**src/rtl/q15_nr_divider.sv**
```systemverilog
`timescale 1ns/1ps
module q15_nr_divider #(
  parameter int W    = 16,
  parameter int FRAC = W - 1
) (
  input  logic         clk,
  input  logic         rst,
  input  logic         in_valid,
  input  logic [W-1:0] in_num,
  input  logic [W-1:0] in_den,
  output logic         out_valid,
  output logic [W-1:0] out_quot,
  output logic [W-1:0] out_rem,
  output logic         out_ovf,
  output logic         out_dz
);
  localparam int PW = 2 * W;

  function automatic logic [PW-1:0] step_pp(input logic [PW-1:0] p, input logic [W-1:0] d);
    logic [PW-1:0] dd;
    dd = {d, {W{1'b0}}};
    return (p[PW-1] ^ d[W-1]) ? ((p << 1) + dd) : ((p << 1) - dd);
  endfunction

  logic          r_v  [1:W];
  logic [PW-1:0] r_pp [1:W];
  logic [W-1:0]  r_q  [1:W];
  logic [W-1:0]  r_a  [1:W];
  logic [W-1:0]  r_b  [1:W];

  logic          c_v  [0:W-1];
  logic [PW-1:0] c_pp [0:W-1];
  logic [W-1:0]  c_q  [0:W-1];
  logic [W-1:0]  c_a  [0:W-1];
  logic [W-1:0]  c_b  [0:W-1];

  always_comb begin
    c_v[0]  = in_valid;
    c_pp[0] = PW'(signed'(in_num)) << FRAC;
    c_q[0]  = '0;
    c_a[0]  = in_num;
    c_b[0]  = in_den;
    for (int i = 1; i < W; i++) begin
      c_v[i]  = r_v[i];
      c_pp[i] = r_pp[i];
      c_q[i]  = r_q[i];
      c_a[i]  = r_a[i];
      c_b[i]  = r_b[i];
    end
  end

  always_ff @(posedge clk) begin
    for (int i = 0; i < W; i++) begin
      r_v[i+1]  <= rst ? 1'b0 : c_v[i];
      r_pp[i+1] <= step_pp(c_pp[i], c_b[i]);
      r_q[i+1]  <= {c_q[i][W-2:0], ~(c_pp[i][PW-1] ^ c_b[i][W-1])};
      r_a[i+1]  <= c_a[i];
      r_b[i+1]  <= c_b[i];
    end
  end

  logic [W-1:0] fa, fd, fnd, qc, r0, q1, r1;
  logic [W:0]   mag_a, mag_d;
  logic         dz, neg_one, ovf;

  assign fa    = r_a[W];
  assign fd    = r_b[W];
  assign fnd   = ~fd + 1'b1;
  assign qc    = {r_q[W][W-2:0], 1'b1};
  assign r0    = r_pp[W][PW-1:W];
  assign mag_a = {1'b0, fa[W-1] ? (~fa + 1'b1) : fa};
  assign mag_d = {1'b0, fd[W-1] ? fnd : fd};
  assign dz      = (fd == '0);
  assign neg_one = (fa == fnd) && (fa != fd);
  assign ovf     = !dz && (mag_a >= mag_d) && !neg_one;

  always_comb begin
    q1 = qc;
    r1 = r0;
    if (r0 == fd) begin
      q1 = qc + 1'b1;
      r1 = '0;
    end else if (r0 == fnd) begin
      q1 = qc - 1'b1;
      r1 = '0;
    end
    if ((r1 != '0) && (r1[W-1] ^ fa[W-1])) begin
      if (q1[W-1]) begin
        q1 = q1 + 1'b1;
        r1 = r1 - fd;
      end else begin
        q1 = q1 - 1'b1;
        r1 = r1 + fd;
      end
    end
  end

  always_ff @(posedge clk) begin
    out_valid <= rst ? 1'b0 : r_v[W];
    out_quot  <= q1;
    out_rem   <= r1;
    out_ovf   <= ovf;
    out_dz    <= dz;
  end
endmodule


```
**config.mk**
```make
export PLATFORM = sky130hd
export DESIGN_NAME = q15_nr_divider
export DESIGN_NICKNAME = d
export VERILOG_FILES = /design/src/rtl/q15_nr_divider.sv
export SDC_FILE = /design/constraint.sdc
export NUM_CORES = 1
export LEC_CHECK = 0
export ABC_AREA = 1
export ABC_CLOCK_PERIOD_IN_PS = 4800
export BUFFER_PORTS_ARGS = -buffer_cell sky130_fd_sc_hd__buf_2
export CAP_MARGIN = 25
export CELL_PAD_IN_SITES_DETAIL_PLACEMENT = 1
export CELL_PAD_IN_SITES_GLOBAL_PLACEMENT = 2
export CORE_MARGIN = 2
export CORE_UTILIZATION = 40
export DETAILED_ROUTE_END_ITERATION = 7
export PLACE_DENSITY = 0.84
export SETUP_SLACK_MARGIN = 0.1
export SYNTH_ARGS = -nofsm -noshare
export SYNTH_HDL_FRONTEND = slang
export SYNTH_SLANG_ARGS = --single-unit
export TNS_END_PERCENT = 30
```
**constraint.sdc**
```tcl
create_clock -name clk -period 4.8 [get_ports clk]
set_input_delay 0 -clock clk [delete_from_list [all_inputs] [get_ports clk]]
set_output_delay 0 -clock clk [all_outputs]
set_load 0.02 [all_outputs]
```
==> results.yml, run 1 <==
routing:
  drt-wirelength-per-cell_um: 16.65
  ant_nets: 0
  detailedRoute.firstPassIterationCount: 5
  postRouteWirelength_um: 94680
  vias: 27250
  viasPerCell: 4.791
  drt_iter0_markers: 1143
  drc_errors: 0
timing:
  max_freq_mhz: 232.4
  setup_viol_count_final: 0
  hold_viol_final: 0
  fin_skew_ns: 0.05053
  rsz0062_at_grt: "yes"
  slew_headroom: 0.4669
  setup_tns_ns: 0
  holdWs_ns: 0.03444
  worst_pin_slew_ns: 0.7940
  layout_worst_path_cycle_share: 0.8965
  fin_crit_ns: 4.303
  maxSlewViolCount: 0
place:
  placed_area_sq_mm: 0.03969
  dpl.hpwl_um: 68950
  gp_congestion: 0.8481
  io_buffers: 69
worst_setup_path:
  crit_path_max_incr_delay_ns: 0.38
  setup.worst_path.end_class: "flop"
  crit_type: "flop to flop"
  cp.buffers_inverters: 4
  arrival_ns: 4.95
  path_common_cell: "nand2_1"
  worstPathRequired_ns: 5.44
  path_delay_family: "simple AND/OR/NAND/NOR gates"
  startpoint_type: "flop"
  slowest_stage: "ha_1"
  crit_fanout: 8
run:
  cap_viol_max_count: 0
clocking:
  htreeDepth: 3
  cts_buffers: 96
  cts_num_sinks: 924
  clkTransAtPathRegs_ns: 0.06
  post_cts_buffers: 0
  clk_latency_ns: 0.70
  cts_tree: "yes"
  clk_path_buf_depth: 3
  cts_root_buf: "clkbuf_16"
yosys:
  ys.flop_type: "dfxtp_1"
  synth_seq_area_share: 0.4906
  synth_area_sq_mm: 0.03770
  synthesis.nets: 4462
  synth.distinct_cells: 45
  synth_edf_count: 0
  async_flop_share: 0
  syn_area_per_cell_sq_um: 9.154
  synth_cells: 4119
  ys_seq_elements: 924
  yosysWarnings: 0
global_routing:
  grt_pass1_wl_um: 154200
  track_usage: 0.1961
  grt-ovfl-total: 0
  grt_max_degree: 34
  antenna_found_initial: 3
  grt_pass1_vias: 28930
final_layout:
  area_growth_syn_to_layout_pct: 16.40
  post-route-util: 0.4702
  multiInputGateArea_sq_mm: 0.01724
  fin_area_sq_mm: 0.04389
  register_area_sq_mm: 0.01850
  fillCellCount: 10780
  drive_gt1_frac: 0.07536
  nets: 4693
run_status:
  outcome: "completed"
die:
  die_w_um: 311.0
  start_util: 0.4040
  num_io_pins: 70
  dieArea_sq_mm: 0.09673
  die_h_um: 311.0
  rows: 112
  core_sq_mm: 0.09333
pwr:
  powerDensity_mw_per_mm2: 799.0
  leakagePower_nw: 20.39
  irDropWorstVdd_mv: 0.3268
min_path:
  holdCritPathClass: "primary input to flop"
power by group:
group          leakage [nW]  switching [W]  internal (W)
clock network          1.70        0.00337       0.00484
registers              7.79       0.000992       0.00987
logic                  10.9        0.00953       0.00647
total                  20.4         0.0139        0.0212
metal layers:
layer  vias up  part of all wire  global-route usage  wire, um
met1     12920              0.47              0.2510     44330
met4         2             0.028             0.06467      2604
li1      13850                 -                   -         -
met5         -           0.00011                   0        10
met3       168             0.029             0.02859      2738
met2       307              0.48              0.3382     44990
final cells by class:
type                    instances  share of cell area
repair buffers                172             0.02925
clock buffers                 119             0.06016
clock inverters                61             0.02041
diodes                          2           0.0001140
flip-flops and latches        924              0.4215
inverters                     468             0.04003
well taps                    1254             0.03575
multi-input cells            2688              0.3928
stage by stage:
stage	worst slack, ns	power, W	cells
global placement	0.2789	0.02661	5440
global route	0.06039	0.03813	5686
CTS	0.2076	0.03543	5686
finish	0.4970	0.03507	5688
floorplan	0.4976	0.02283	4119
detailed placement	0.2067	0.02694	5440
path summary, 6_finish.rpt:
kind,end,cells past startpoint,slack [ns],from
min,r_b[0][19],2,0.03,in_den[3]
max,out_rem[13],31,0.50,r_b[0][256]
min reg2reg,r_q[0][196],0,0.31,r_q[0][179]
max reg2reg,out_rem[13],31,0.50,r_b[0][256]
cells in the mapped netlist (2+ instances only):
master    instances  share of area
xor3_1            2         0.0013
clkinv_1          6        0.00060
fa_1             18         0.0096
nand2_1         652          0.065
buf_2            12         0.0016
a21o_1           20         0.0040
ha_1            290          0.096
buf_6             4         0.0012
o21ai_1           2        0.00027
nor4_1           16         0.0027
a21oi_1         260          0.035
inv_2             8        0.00080
o21ai_0         202          0.027
dfxtp_1         924           0.49
clkbuf_1         17         0.0017
xnor2_1         173          0.040
xor2_1          326          0.076
o21a_1            4        0.00080
nor2_4            9         0.0027
nor3_1           84          0.011
or2_2            20         0.0033
nand3_2           2        0.00053
a31oi_1          31         0.0051
a31o_2            8         0.0019
nand3b_1          9         0.0018
nand2_2           6         0.0010
a221oi_1          8         0.0019
o31ai_1          20         0.0040
o211ai_1         14         0.0028
nand4_1          39         0.0065
nor2_1          282          0.028
a21boi_0         27         0.0054
a41oi_1           2        0.00046
inv_1           454          0.045
nand3_1         138          0.018
o221ai_1          2        0.00046
o21bai_1         16         0.0032
buf_4             5         0.0010
timing repair:
| item | in CTS | in global routing |
|---|---|---|
| hold buffers | 66 | 0 |
| gates resized for setup | 0 | 6 |
| endpoints found under the hold margin | 65 | 0 |
| setup endpoints to repair | 0 | 5 |
registers in the layout, indices dropped and copies added (netlist names):
signal and count:
r_b 256, out_quot 16, r_a 256, r_v 16, out_valid 1, out_dz 1
out_rem 16, r_pp 241, r_q 120, out_ovf 1
logic make-up (layout without fill, tap and decap cells):
group | after synthesis | count (layout) | synth area share
simple gates | 1260 | 1260 | 0.1418
flops | 924 | 924 | 0.4906
mux | 1 | 1 | 0.0002986
other cells | 0 | 2 | 0
xor+xnor | 502 | 502 | 0.1176
fa+ha+maj | 308 | 308 | 0.1058
compound gates | 617 | 617 | 0.09169
buf+inv | 507 | 820 | 0.05217
layout by cell type (no fill, tap or decap), types with 9 or more instances in the layout:
cell,synthesis,routed
a31oi_1,31,31
or2_2,20,20
o211ai_1,14,14
a21boi_0,27,25
clkbuf_16,0,97
clkinvlp_4,0,11
nand3_1,138,138
nor3_1,84,84
xnor2_1,173,173
clkbuf_8,0,13
nor4_1,16,16
nand2_1,652,652
nor2_4,9,9
fa_1,18,18
inv_1,454,454
nand4_1,39,39
buf_4,5,37
bufinv_16,0,16
ha_1,290,290
nand3b_1,9,9
clkbuf_1,17,9
nor2_1,282,282
o21ai_0,202,198
o31ai_1,20,20
o21bai_1,16,16
dfxtp_1,924,924
clkinv_2,0,17
xor2_1,326,326
a21o_1,20,20
a21oi_1,260,260
buf_2,12,69
dlygate4sd3_1,0,66
(Power assumes the default switching activity.)
==> run 2, diff against run 1 <==
--- a/config.mk
+++ b/config.mk
@@ -11,7 +11,6 @@
 export CAP_MARGIN = 25
 export CELL_PAD_IN_SITES_DETAIL_PLACEMENT = 1
 export CELL_PAD_IN_SITES_GLOBAL_PLACEMENT = 2
-export CORE_MARGIN = 2
 export CORE_UTILIZATION = 40
 export DETAILED_ROUTE_END_ITERATION = 7
 export PLACE_DENSITY = 0.84
==> run 2 against run 1 <==
Effect of this change: utilization increased by 0.051 points; highest routed layer is now met4; final cell count hardly changed; setup slack improved by 0.015 ns; design area up 0.11%; clock power down 2%; die area is 1.3% lower; critical endpoint is now out_rem[12]; total power decreased by 0.41%; clock skew rose by 0.0068 ns; sequential power hardly changed; sequential cell count stayed put; non-clock buffer count increased by 5; via count shrank 0.77%.
==> results.yml, run 2 (same netlist as run 1, synthesis figures left out) <==
place:
  gp_congestion: 0.8398
  dpl.hpwl_um: 68820
  io_buffers: 69
  placed_area_sq_mm: 0.03970
timing:
  setup_tns_ns: 0
  worst_pin_slew_ns: 0.7837
  setup_viol_count_final: 0
  hold_viol_final: 0
  slew_headroom: 0.4768
  maxSlewViolCount: 0
  layout_worst_path_cycle_share: 0.8934
  max_freq_mhz: 233.2
  rsz0062_at_grt: "no"
  fin_crit_ns: 4.288
  fin_skew_ns: 0.05734
final_layout:
  antenna-diode-count: 0
  mostFrequentLayoutCell: "dfxtp_1"
  fin_area_sq_mm: 0.04393
  top_regs: "r_a (256), r_b (256), r_pp (241)"
  area_growth_syn_to_layout_pct: 16.53
  drive_gt1_frac: 0.07711
  nets: 4697
  final_cell_mix: "dfxtp_1 (924), nand2_1 (651), inv_1 (453)"
clocking:
  htreeDepth: 3
  clkTransAtPathRegs_ns: 0.07
  cts_root_buf: "clkbuf_16"
  cts_num_sinks: 924
  cts_tree: "yes"
  clk_latency_ns: 0.70
  cts_buffers: 95
  clk_path_buf_depth: 3
run:
  cap_viol_max_count: 0
routing:
  ant_nets: 0
  viasPerCell: 4.754
  detailedRoute.firstPassIterationCount: 5
  drt_iter0_markers: 1070
  postRouteWirelength_um: 91670
  drc_errors: 0
  vias: 27040
  drt-wirelength-per-cell_um: 16.11
worst_setup_path:
  startpoint_type: "flop"
  arrival_ns: 4.90
  crit_type: "flop to flop"
  path_common_cell: "nor2_1"
  r2r_setup_slack_ns: 0.51
  worstPathRequired_ns: 5.42
  critPathCapture: "out_rem[12]"
  slowest_stage: "fa_1"
  cp.buffers_inverters: 3
  crit_path_max_incr_delay_ns: 0.41
  setup.worst_path.end_class: "flop"
  r2r-start: "r_b[0][261]"
  worstSetupStartpoint: "r_b[0][261]"
  r2r_end: "out_rem[12]"
  crit_cells: 31
  crit_fanout: 6
  reg2regPathDepth: 31
  path_delay_family: "simple AND/OR/NAND/NOR gates"
die:
  dieArea_sq_mm: 0.09549
  die_w_um: 309.0
  rows: 112
  core_sq_mm: 0.09333
  num_io_pins: 70
  start_util: 0.4040
  die_h_um: 309.0
global_routing:
  grt_max_degree: 33
  globalRoute.busiestLayer: "met2"
  track_usage: 0.1945
  grt-ovfl-total: 0
  use_met3: 0.02686
  grt_pass1_vias: 28500
  antenna_found_initial: 0
  use_met2: 0.3379
  grt_use_met1: 0.2504
  grt_pass1_wl_um: 149900
pwr:
  powerDensity_mw_per_mm2: 794.9
  irDropWorstVdd_mv: 0.3750
  leakagePower_nw: 20.43
min_path:
  holdCritPathClass: "primary input to flop"
  min-delay-start: "in_num[0]"
run_status:
  outcome: "completed"
## run 2: changes by cell type in the layout (fill, tap and decap cells not counted), moves of 4 or more
cell        previous run  this run
buf_4                 37        41
inv_6                  2         8
clkinv_4               7         3
clkinvlp_4            11         4
## run 2: worst min-delay path by stage
stage,endpoint,cells after the start
floorplan,r_a[0][16],0
global placement,r_a[0][31],1
detailed placement,r_a[0][22],1
CTS,r_pp[0][48],3
global route,r_pp[0][48],3
finish,r_pp[0][48],3
## run 2: tightest hold or removal path, cell delays in order
cell and delay, ns:
dlygate4sd3_1 0.53, buf_2 0.13, ha_1 0.12
## run 2: what timing repair did
action | in CTS | in global routing
hold endpoints to repair | 65 | 0
hold buffers | 67 | 0
buffers inserted | 0 | 2
setup endpoints to repair | 1 | 5
pin swaps | 0 | 4
gates resized for setup | 1 | 16
## run 2: stage by stage
stage / instances / power, W / hold WS [ns] / utilization / setup slack, ns
2_1_floorplan: 4119 / 0.02283 / 0.02772 / - / 0.4976
3_3_place_gp: 5442 / 0.02659 / 0.1285 / 0.4254 / 0.2773
3_5_place_dp: 5442 / 0.02689 / 0.1304 / 0.4254 / 0.1406
4_1_cts: 5687 / 0.03535 / 0.06384 / 0.4701 / 0.1518
5_1_grt: 5689 / 0.03794 / 0.1130 / 0.4707 / 0.1179
6_report: 5689 / 0.03492 / 0.1210 / 0.4707 / 0.5116
## run 2: report_power, final
group	switching, W	internal, W
clock	0.00328	0.00481
combinational	0.00953	0.00648
sequential	0.000948	0.00987
total	0.0138	0.0212
## run 2: metal layers
| metal | wire (um) | vias to the layer above |
|---|---|---|
| met5 | 0 | - |
| met2 | 44070 | 275 |
| met4 | 1739 | 0 |
| met3 | 2529 | 124 |
| met1 | 43330 | 12790 |
| li1 | - | 13860 |
## run 2: layout make-up
type / instances / area [sq um]
Fill cell: 10740 / 49390
Sequential cell: 924 / 18500
Multi-Input combinational cell: 2688 / 17280
Clock buffer: 121 / 2625
Inverter: 468 / 1757
Tap cell: 1254 / 1569
Timing Repair Buffer: 177 / 1324
Clock inverter: 57 / 880.8
